==> config.mk <==
export PLATFORM = sky130hd
export DESIGN_NAME = nyb_alu_bank
export DESIGN_NICKNAME = d
export VERILOG_FILES = /design/src/rtl/nyb_alu_pkg.sv /design/src/rtl/nyb_operand_regs.sv /design/src/rtl/nyb_fn_unit.sv /design/src/rtl/nyb_result_mux.sv /design/src/rtl/nyb_alu_bank.sv
export SDC_FILE = /design/constraint.sdc
export NUM_CORES = 1
export LEC_CHECK = 0
export ABC_AREA = 1
export BUFFER_PORTS_ARGS = -buffer_cell sky130_fd_sc_hd__buf_2
export CORE_MARGIN = 3
export CORE_UTILIZATION = 54
export CTS_BUF_LIST = sky130_fd_sc_hd__clkbuf_4
export DETAILED_ROUTE_END_ITERATION = 12
export HOLD_SLACK_MARGIN = 0.05
export PLACE_DENSITY_LB_ADDON = 0.08
export SYNTH_ARGS = -nofsm -noshare
export SYNTH_HDL_FRONTEND = slang
export SYNTH_SLANG_ARGS = --single-unit
==> constraint.sdc <==
create_clock -name clk -period 1.8 [get_ports clk]
set_clock_uncertainty 0.05 [all_clocks]
set_input_delay 0 -clock clk [delete_from_list [all_inputs] [get_ports clk]]
set_output_delay 0 -clock clk [all_outputs]
set_load 0.1 [all_outputs]
==> src/rtl/nyb_alu_pkg.sv <==
// Shared constants and types for the nybble ALU bank.
// Assumes the status layout holds four flags, whatever DATA_W is.
package nyb_alu_pkg;
    localparam int DATA_W  = 4;
    localparam int NUM_FN  = 16;
    localparam int ADDR_W  = $clog2(NUM_FN);
    localparam int STAT_W  = 4;

    // Flag positions inside the status nybble.
    localparam int FLG_C = 0;
    localparam int FLG_Z = 1;
    localparam int FLG_N = 2;
    localparam int FLG_O = 3;

    // The function address of each unit; the value is the unit number.
    typedef enum logic [ADDR_W-1:0] {
        OP_ADD  = 4'd0,  OP_ADDC = 4'd1,  OP_SUB  = 4'd2,  OP_SUBB = 4'd3,
        OP_AND  = 4'd4,  OP_OR   = 4'd5,  OP_XOR  = 4'd6,  OP_NOT  = 4'd7,
        OP_CMP  = 4'd8,  OP_SHL  = 4'd9,  OP_SHR  = 4'd10, OP_SHRA = 4'd11,
        OP_ROL  = 4'd12, OP_ROR  = 4'd13, OP_ROLC = 4'd14, OP_RORC = 4'd15
    } nyb_op_e;
endpackage

==> src/rtl/nyb_operand_regs.sv <==
// Holds the shared A and B operands and issues the capture pulse.
// Assumes at most one operand is written per cycle; the pulse is
// raised for the cycle that follows each operand write.
module nyb_operand_regs
    import nyb_alu_pkg::*;
#(
    parameter int W = DATA_W
) (
    input  logic         clk,
    input  logic         rst_n,
    input  logic         wr_en,
    input  logic         wr_sel,
    input  logic [W-1:0] wr_data,
    output logic [W-1:0] a_q,
    output logic [W-1:0] b_q,
    output logic         capture
);
    // Operand storage, steered by the select bit.
    always_ff @(posedge clk) begin
        if (!rst_n) begin
            a_q <= '0;
            b_q <= '0;
        end else if (wr_en) begin
            if (wr_sel) b_q <= wr_data;
            else        a_q <= wr_data;
        end
    end

    // Delay the strobe by one cycle so that units see the new operand.
    always_ff @(posedge clk) begin
        if (!rst_n) capture <= 1'b0;
        else        capture <= wr_en;
    end

    p_capture_follows_write_r2: assert property (@(posedge clk) disable iff (!rst_n)
        wr_en |=> capture);
    p_operands_hold_r10: assert property (@(posedge clk) disable iff (!rst_n)
        !wr_en |=> ($stable(a_q) && $stable(b_q)));
endmodule

==> src/rtl/nyb_fn_unit.sv <==
// One function unit: it evaluates the fixed operation OP on the shared
// operands and its own stored carry, and it captures the result and flags
// when capture is high. A carry load overrides the C bit on the same edge.
module nyb_fn_unit
    import nyb_alu_pkg::*;
#(
    parameter int      W  = DATA_W,
    parameter nyb_op_e OP = OP_ADD
) (
    input  logic              clk,
    input  logic              rst_n,
    input  logic              capture,
    input  logic [W-1:0]      a,
    input  logic [W-1:0]      b,
    input  logic              cy_load,
    input  logic              cy_bit,
    output logic [W-1:0]      data_q,
    output logic [STAT_W-1:0] stat_q
);
    localparam int MSB = W - 1;

    logic         cin;
    logic [W:0]   wide;
    logic [W-1:0] res;
    logic         c_out;
    logic         ovf;

    assign cin = stat_q[FLG_C];

    // Evaluate this unit's fixed operation.
    always_comb begin
        wide  = '0;
        res   = '0;
        c_out = 1'b0;
        ovf   = 1'b0;
        case (OP)
            OP_ADD, OP_ADDC: begin
                wide  = {1'b0, a} + {1'b0, b} + ((OP == OP_ADDC) ? {{W{1'b0}}, cin} : '0);
                res   = wide[W-1:0];
                c_out = wide[W];
                ovf   = (a[MSB] == b[MSB]) && (res[MSB] != a[MSB]);
            end
            OP_SUB, OP_SUBB, OP_CMP: begin
                wide  = {1'b0, a} - {1'b0, b} - ((OP == OP_SUBB) ? {{W{1'b0}}, cin} : '0);
                res   = wide[W-1:0];
                c_out = wide[W];
                ovf   = (a[MSB] != b[MSB]) && (res[MSB] != a[MSB]);
            end
            OP_AND:  res = a & b;
            OP_OR:   res = a | b;
            OP_XOR:  res = a ^ b;
            OP_NOT:  res = ~a;
            OP_SHL:  begin res = {a[MSB-1:0], 1'b0};   c_out = a[MSB]; end
            OP_SHR:  begin res = {1'b0, a[MSB:1]};     c_out = a[0];   end
            OP_SHRA: begin res = {a[MSB], a[MSB:1]};   c_out = a[0];   end
            OP_ROL:  begin res = {a[MSB-1:0], a[MSB]}; c_out = a[MSB]; end
            OP_ROR:  begin res = {a[0], a[MSB:1]};     c_out = a[0];   end
            OP_ROLC: begin res = {a[MSB-1:0], cin};    c_out = a[MSB]; end
            OP_RORC: begin res = {cin, a[MSB:1]};      c_out = a[0];   end
            default: res = '0;
        endcase
    end

    // Latch the result on capture; hold otherwise.
    always_ff @(posedge clk) begin
        if (!rst_n)       data_q <= '0;
        else if (capture) data_q <= res;
    end

    // Latch the flags on capture; a carry load takes C on the same edge.
    always_ff @(posedge clk) begin
        if (!rst_n) begin
            stat_q <= '0;
        end else begin
            if (capture) begin
                stat_q[FLG_O] <= ovf;
                stat_q[FLG_N] <= res[MSB];
                stat_q[FLG_Z] <= ~|res;
                stat_q[FLG_C] <= c_out;
            end
            if (cy_load) stat_q[FLG_C] <= cy_bit;
        end
    end

    p_hold_r10: assert property (@(posedge clk) disable iff (!rst_n)
        (!capture && !cy_load) |=> ($stable(data_q) && $stable(stat_q)));
    p_carry_load_r9: assert property (@(posedge clk) disable iff (!rst_n)
        cy_load |=> (stat_q[FLG_C] == $past(cy_bit)));
    p_carry_load_only_c_r9: assert property (@(posedge clk) disable iff (!rst_n)
        (cy_load && !capture) |=> ($stable(data_q) && $stable(stat_q[STAT_W-1:1])));
    p_zero_flag_r8: assert property (@(posedge clk) disable iff (!rst_n)
        capture |=> (stat_q[FLG_Z] == (data_q == '0)));
    p_neg_flag_r8: assert property (@(posedge clk) disable iff (!rst_n)
        capture |=> (stat_q[FLG_N] == data_q[MSB]));

    if (OP inside {OP_AND, OP_OR, OP_XOR, OP_NOT, OP_SHL, OP_SHR, OP_SHRA,
                   OP_ROL, OP_ROR, OP_ROLC, OP_RORC}) begin : g_no_ovf
        p_no_overflow_r7: assert property (@(posedge clk) disable iff (!rst_n)
            capture |=> !stat_q[FLG_O]);
    end
endmodule

==> src/rtl/nyb_result_mux.sv <==
// Selects one unit's data and status nybbles by function address.
// Purely combinational; assumes NUM_FN equals 2**ADDR_W.
module nyb_result_mux
    import nyb_alu_pkg::*;
#(
    parameter int W = DATA_W,
    parameter int N = NUM_FN
) (
    input  logic [N-1:0][W-1:0]      data_all,
    input  logic [N-1:0][STAT_W-1:0] stat_all,
    input  logic [$clog2(N)-1:0]     sel,
    output logic [W-1:0]             data_o,
    output logic [STAT_W-1:0]        stat_o
);
    // Index the flattened unit outputs.
    always_comb begin
        data_o = data_all[sel];
        stat_o = stat_all[sel];
    end
endmodule

==> src/rtl/nyb_alu_bank.sv <==
// Top of the sixteen-unit nybble ALU bank: the shared operand registers,
// one generated function unit per operation, carry-load decode and a read
// selector. Assumes the reset is synchronous and active low.
module nyb_alu_bank
    import nyb_alu_pkg::*;
(
    input  logic              clk,
    input  logic              rst_n,
    input  logic              ab_wr_en,
    input  logic              ab_sel,
    input  logic [DATA_W-1:0] ab_wr_data,
    input  logic              cy_wr_en,
    input  logic [ADDR_W-1:0] cy_wr_addr,
    input  logic [DATA_W-1:0] cy_wr_data,
    input  logic [ADDR_W-1:0] rd_addr,
    output logic [DATA_W-1:0] rd_data,
    output logic [STAT_W-1:0] rd_stat
);
    logic [DATA_W-1:0]             a_q;
    logic [DATA_W-1:0]             b_q;
    logic                          capture;
    logic [NUM_FN-1:0]             cy_load;
    logic [NUM_FN-1:0][DATA_W-1:0] data_all;
    logic [NUM_FN-1:0][STAT_W-1:0] stat_all;

    nyb_operand_regs #(.W(DATA_W)) u_opnd (
        .clk     (clk),
        .rst_n   (rst_n),
        .wr_en   (ab_wr_en),
        .wr_sel  (ab_sel),
        .wr_data (ab_wr_data),
        .a_q     (a_q),
        .b_q     (b_q),
        .capture (capture)
    );

    for (genvar i = 0; i < NUM_FN; i++) begin : g_unit
        // Decode the carry-load strobe for this unit.
        assign cy_load[i] = cy_wr_en && (cy_wr_addr == ADDR_W'(i));

        nyb_fn_unit #(.W(DATA_W), .OP(nyb_op_e'(i))) u_fn (
            .clk     (clk),
            .rst_n   (rst_n),
            .capture (capture),
            .a       (a_q),
            .b       (b_q),
            .cy_load (cy_load[i]),
            .cy_bit  (cy_wr_data[0]),
            .data_q  (data_all[i]),
            .stat_q  (stat_all[i])
        );
    end

    nyb_result_mux #(.W(DATA_W), .N(NUM_FN)) u_rd (
        .data_all (data_all),
        .stat_all (stat_all),
        .sel      (rd_addr),
        .data_o   (rd_data),
        .stat_o   (rd_stat)
    );

    p_one_carry_load_r9: assert property (@(posedge clk) disable iff (!rst_n)
        $onehot0(cy_load));
endmodule

# Word level (Yosys, flattened, before mapping)
# Index checks and enable logic that the tools add are counted.
classes:
  add_sub_neg: 4
  reduce_logical: 65
  n_lt_le_gt_ge: 1
  eq_ne: 21
  bitwise: 5
  mux: 35
ops:
  columns: ["cell", "n"]
  rows:
  - ["4-bit OR reduction", 11]
  - ["4-bit binary-select mux with 4-bit select", 2]
  - ["4-bit equality test, second input constant", 8]
  - ["2-bit nonzero test", 16]
  - ["1-bit 2-to-1 mux", 31]
  - ["1-bit logical AND", 20]
  - ["4-bit by 3-bit equality test with 1-bit output, second input constant", 4]
  - ["1-bit zero test", 13]
  - ["4-bit by 2-bit equality test with 1-bit output, second input constant", 2]
  - ["4-bit 2-to-1 mux", 2]
  - ["3-bit OR reduction", 2]
  - ["4-bit by 4-bit adder with 5-bit output", 1]
  - ["5-bit by 1-bit adder with 5-bit output", 1]
  - ["4-bit by 5-bit < comparator with 1-bit output, second input constant", 1]
  - ["1-bit != test", 5]
  - ["4-bit by 4-bit subtractor with 5-bit output", 1]
  - ["5-bit by 1-bit subtractor with 5-bit output", 1]
  - ["4-bit AND", 1]
  - ["4-bit by 1-bit equality test with 1-bit output, second input constant", 1]
  - ["4-bit zero test", 1]
  - ["4-bit NOT", 1]
  - ["4-bit bitwise OR", 1]
  - ["2-bit AND reduction", 2]
  - ["4-bit bitwise XOR", 1]
  - ["other kinds (2)", 2]
word_totals:
  inputBits: 21
  elab_cells: 180
  out_inout_bits: 8
  reg_bits: 115

# Depth between registers and ports, before layout
logic_depth:
  word_depth: 4
  depth_mapped: 13
  mapped_depth_nobuf: 13

# By module
# Synthesis repeated with hierarchy kept, for this count alone.
hier_totals:
  cells_unflattened: 1162
  hier_area_um2: 7293.2
modules_own_cells:
  columns: ["module", "area_per_inst_um2", "cells_per_inst", "instances", "seq_area_each_um2"]
  rows:
  - ["nyb_result_mux", 1656.6, 388, 1, 0.0]
  - ["nyb_fn_unit at g_unit[3].u_fn", 536.8, 72, 1, 140.1]
  - ["nyb_fn_unit at g_unit[14].u_fn ...", 249.0, 35, 2, 120.1]
  - ["nyb_fn_unit at g_unit[8].u_fn", 475.5, 63, 1, 140.1]
  - ["nyb_fn_unit at g_unit[2].u_fn", 470.5, 63, 1, 140.1]
  - ["nyb_fn_unit at g_unit[0].u_fn", 455.4, 62, 1, 140.1]
  - ["nyb_fn_unit at g_unit[10].u_fn ...", 224.0, 29, 2, 100.1]
  - ["nyb_fn_unit at g_unit[1].u_fn", 445.4, 61, 1, 140.1]
  - ["nyb_operand_regs", 350.3, 49, 1, 180.2]
  - ["nyb_fn_unit at g_unit[6].u_fn", 339.1, 48, 1, 120.1]
  - ["nyb_fn_unit at g_unit[5].u_fn", 277.8, 36, 1, 120.1]
  - ["nyb_fn_unit at g_unit[4].u_fn", 264.0, 33, 1, 120.1]
  - ["nyb_fn_unit at g_unit[12].u_fn", 245.2, 34, 1, 120.1]
  - ["nyb_fn_unit at g_unit[13].u_fn", 245.2, 33, 1, 120.1]
  - ["3 more rows", null, null, null, null]

# Least setup slack after synthesis
# OpenSTA, ideal clock, no wires.
synth_path:
  kind: "input port to output port"
  start: "input rd_addr[1]"
  end: "output rd_stat[3]"
  arrival_time_ps: 2916
  required_time_ps: 1750
  stages: 6
  n_path_buf: 3
  setup_slack_ps: -1166
  cell_sequence: "buf_2 -> inv_1 -> buf_2 -> buf_4 -> o211ai_1 -> a221oi_1"
synth_between:
  elab_chain_cells: 2
synth_lines:
  columns: ["element", "line_no", "text"]
  rows:
  - ["start, declared", "nyb_alu_bank.sv:15", "input logic [ADDR_W-1:0] rd_addr,"]
  - ["4-bit binary-select mux with 4-bit select", "nyb_result_mux.sv:18", "stat_o = stat_all[sel];"]
  - ["4-bit 2-to-1 mux (not written as such)", "nyb_result_mux.sv:18", null]
  - ["end, declared", "nyb_alu_bank.sv:17", "output logic [STAT_W-1:0] rd_stat"]
# Every way passes these cells. The select of a mux whose other input is x is not followed.

# Worst setup path after layout
layout_path:
  start: "register u_opnd.a_q[0]"
  end: "register g_unit[3].u_fn.stat_q[0]"
layout_between:
  elab_chain_cells: 4
layout_lines:
  columns: ["element", "line_no", "text"]
  rows:
  - ["start, declared", "nyb_operand_regs.sv:14", "output logic [W-1:0] a_q,"]
  - ["start signal, assigned", "nyb_operand_regs.sv:25", "else a_q <= wr_data;"]
  - ["4-bit by 4-bit subtractor with 5-bit output", null, null]
  - ["5-bit by 1-bit subtractor with 5-bit output", "nyb_fn_unit.sv:44", "wide = {1'b0, a} - {1'b0, b} - ((OP == OP_SUBB) ? {{W{1'b0}}, cin} : '0);"]
  - ["1-bit 2-to-1 mux", "nyb_fn_unit.sv:75", "if (capture) begin"]
  - ["1-bit 2-to-1 mux", "nyb_fn_unit.sv:81", "if (cy_load) stat_q[FLG_C] <= cy_bit;"]
  - ["end signal, assigned by index", "nyb_fn_unit.sv:76", "stat_q[FLG_O] <= ovf;"]
  - ["end signal, assigned by index", "nyb_fn_unit.sv:77", "stat_q[FLG_N] <= res[MSB];"]
  - ["end signal, assigned by index", "nyb_fn_unit.sv:81", null]
  - ["end, declared", "nyb_fn_unit.sv:18", "output logic [STAT_W-1:0] stat_q"]
# Every way passes these cells. The select of a mux whose other input is x is not followed.
# A chain may end at the register's enable or synchronous reset.

==> impl_metrics.ini <==
[power_and_ir_drop]
swShare_pct = 37.0
pwr-share-seq_pct = 44.9
p_comb_share_pct = 33.4
ir_drop_mv = 0.530
pwr_density_cell_mw_per_mm2 = 729
clock_power_share_pct = 21.7
p_sw_mw = 1.56
p_leak_nw = 2.39
p_int_mw = 2.66

[timing]
worstMarginPinSlew_ns = 0.476
hold_slack_ns = 0.0988
finalSetupViolations = 11
hold_viol = 0
fin_crit_sh_pct = 114
rsz0062_at_grt = true
finalMaxSlewViolations = 0
period_needed_ns = 2.06
fmax_mhz = 486
fin_ws_ns = -0.258
slew_headroom_pct = 68.3

[outcome]
violations = negative setup slack
status = finished, violations left

[synthesis]
yosys.area_share.simple_pct = 23.0
netlist_area_mm2 = 0.00434
synth_top_family_by_area = compound AO/OA/AOI/OAI gates
yosysTopAreaCell = dfxtp_1
synthDistinctLibCells = 39
synthXorXnorAreaFrac_pct = 0.404
synth.area.mux_share_pct = 0
synth_warnings = 0
seq_area_frac_synth_pct = 36.0
synth_compound_area_share_pct = 25.5
syn_nets = 661
synth_fa_ha_area_share_pct = 5.54
syn_avg_cell_area_um2 = 6.97
synth_top_area_share_pct = 36.0
synth_area_leaders = dfxtp_1 (36%), nand2_1 (9.0%), o21ai_0 (8.9%)
synth_cells = 622
synth_seq_cells = 78

[clock_network]
cts_max_level = 3
clock_path_buffers = 2
clk_latency_ns = 0.42
clk_pin_slew_ns = 0.12
cts_tree = yes
clockRootBuffer = clkbuf_4
cts_inserted_buffers = 9
cts_sinks = 78

[routing]
drc_errors = 0
viasPerCell = 5.95
drt_wl_total_um = 14800
drt_first_iter_violations = 499
wl_per_cell_um = 18.0
first_pass_iters = 5
detail-route-antenna-nets = 0
via_count = 4884

[floorplan]
io_pins = 29
die_h_um = 95.6
die_w_um = 95.6
start_util_pct = 55.8
die_area_mm2 = 0.00914
rows = 32
core-area_mm2 = 0.00777

[grt]
grt_max_degree = 42
antenna_found_initial = 0
grt_pass1_vias = 4583
grt_pass1_wl_um = 22800
grt.total_usage_pct = 32.5
grt_overflow = 0

[finish]
drive_above_1_share_pct = 25.9
mostFrequentLayoutCells = nand2_1 (92), a21oi_1 (71), o21ai_0 (67), dfxtp_1 (66), nor2_1 (58)
nNetsFinal = 754
layout_commonest_cell = nand2_1
syn_to_final_growth_pct = 33.6
antenna_cells = 0
instances_no_fill = 821

[flow_run]
maxCapViolCount = 0

[placed_design]
portBuffers = 25
globalplace.congestion = 0.937
dp_slack_ns = -0.207
dpl.cell_count = 758
dp_hpwl_um = 8980

[critical_path]
crit_required_ns = 2.05
worstSetupStartpointType = flip-flop
worstPathArrival_ns = 2.31
end_kind = flip-flop
crit_fanout = 3
rrSetupSlack_ns = -0.26
critPathKind = reg2reg

[hold_path]
hold_path_class = in2reg
==> through the flow <==
stage | util (%) | total power, mW | TNS (ns) | area (um2)
detailed placement | 63.9 | 3.07 | -1.42 | 4960
CTS | 71.9 | 4.08 | -1.05 | 5590
global route | 74.6 | 4.41 | -2.58 | 5790
global placement | 63.9 | 3.05 | -1.03 | 4960
finish | 74.6 | 4.22 | -1.51 | 5790
floorplan | - | 2.66 | -0.601 | 4410
==> final cells by class <==
class                           count  area [um2]
Inverter                           61         234
Timing Repair Buffer              120        1090
Sequential cell                    78        1580
Tap cell                          102         128
Multi-Input combinational cell    445        2650
Clock inverter                      6        38.8
Fill cell                         604        1970
Clock buffer                        9        67.6
==> logic make-up after synthesis <==
group / Yosys count
flops: 78
simple gates: 228
fa+ha+maj: 18
buf+inv: 99
xor+xnor: 2
compound gates: 197
==> Yosys cell counts <==
cell type	count
buf_2	11
nand3b_1	1
inv_1	57
a21boi_0	2
a21o_1	1
or2_2	2
nor3_2	1
clkinv_1	2
nor2_1	61
nand3_2	5
fa_1	2
dfxtp_1	78
buf_12	1
nand4_1	9
nand3b_2	1
a221oi_1	1
nor2_4	1
xor2_1	2
a21oi_2	2
o221ai_1	2
o22ai_1	5
nor3_1	6
buf_4	3
clkbuf_1	21
ha_1	16
a21oi_1	76
a211o_1	1
o311ai_0	1
nand2_2	5
o21ai_0	77
a21oi_4	1
nand2_1	104
inv_2	2
buf_1	2
a31oi_1	2
a211oi_1	7
nand3_1	32
o211ai_1	18
a2bb2oi_1	1
==> per-layer routing <==
layer	share of wire (%)	track usage (%)	up-vias
met5	0	0	-
met4	4.2	11.4	0
met3	8.1	3.79	70
met2	47	54.7	300
met1	40	42.9	2221
li1	-	-	2293
==> critical path, cell delays in order (launching register included) <==
cell	delay [ns]
dfxtp_4	0.40
inv_4	0.05
ha_4	0.16
fa_2	0.60
ha_4	0.17
inv_2	0.05
nor2_4	0.08
nand3_2	0.08
nand2_2	0.08
nand3_2	0.05
nand2_1	0.11
a21oi_2	0.06
==> power by group through the flow <==
stage / Combinational, mW / Clock (mW) / Sequential (mW)
2_1_floorplan: 0.752 / 0 / 1.91
3_3_place_gp: 1.13 / 0 / 1.92
3_5_place_dp: 1.15 / 0 / 1.93
4_1_cts: 1.26 / 0.924 / 1.89
5_1_grt: 1.52 / 0.991 / 1.91
6_report: 1.41 / 0.917 / 1.90
==> path summary, 6_finish.rpt <==
path,start,endpoint,cells past startpoint
max,u_opnd.a_q[0],g_unit[3].u_fn.stat_q[0],11
min reg2reg,g_unit[1].u_fn.data_q[1],g_unit[1].u_fn.data_q[1],2
max reg2reg,u_opnd.a_q[0],g_unit[3].u_fn.stat_q[0],11
min,cy_wr_data[0],g_unit[1].u_fn.stat_q[0],5
==> registers in the layout, summed over array words and instances, names as in the netlist <==
signal              count
g_unit.u_fn.stat_q     37
g_unit.u_fn.data_q     32
u_opnd.a_q              4
u_opnd.b_q              4
u_opnd.capture          1
==> timing repair <==
| item | in CTS | in global routing |
|---|---|---|
| pin swaps | 11 | 20 |
| setup buffers | 4 | 4 |
| cloned | 0 | 0 |
| hold buffers | 40 | 0 |
| setup endpoints to repair | 17 | 29 |
| gates resized for setup | 26 | 54 |
| hold endpoints to repair | 24 | 0 |
Note: power is estimated with default switching activity, not from simulation.
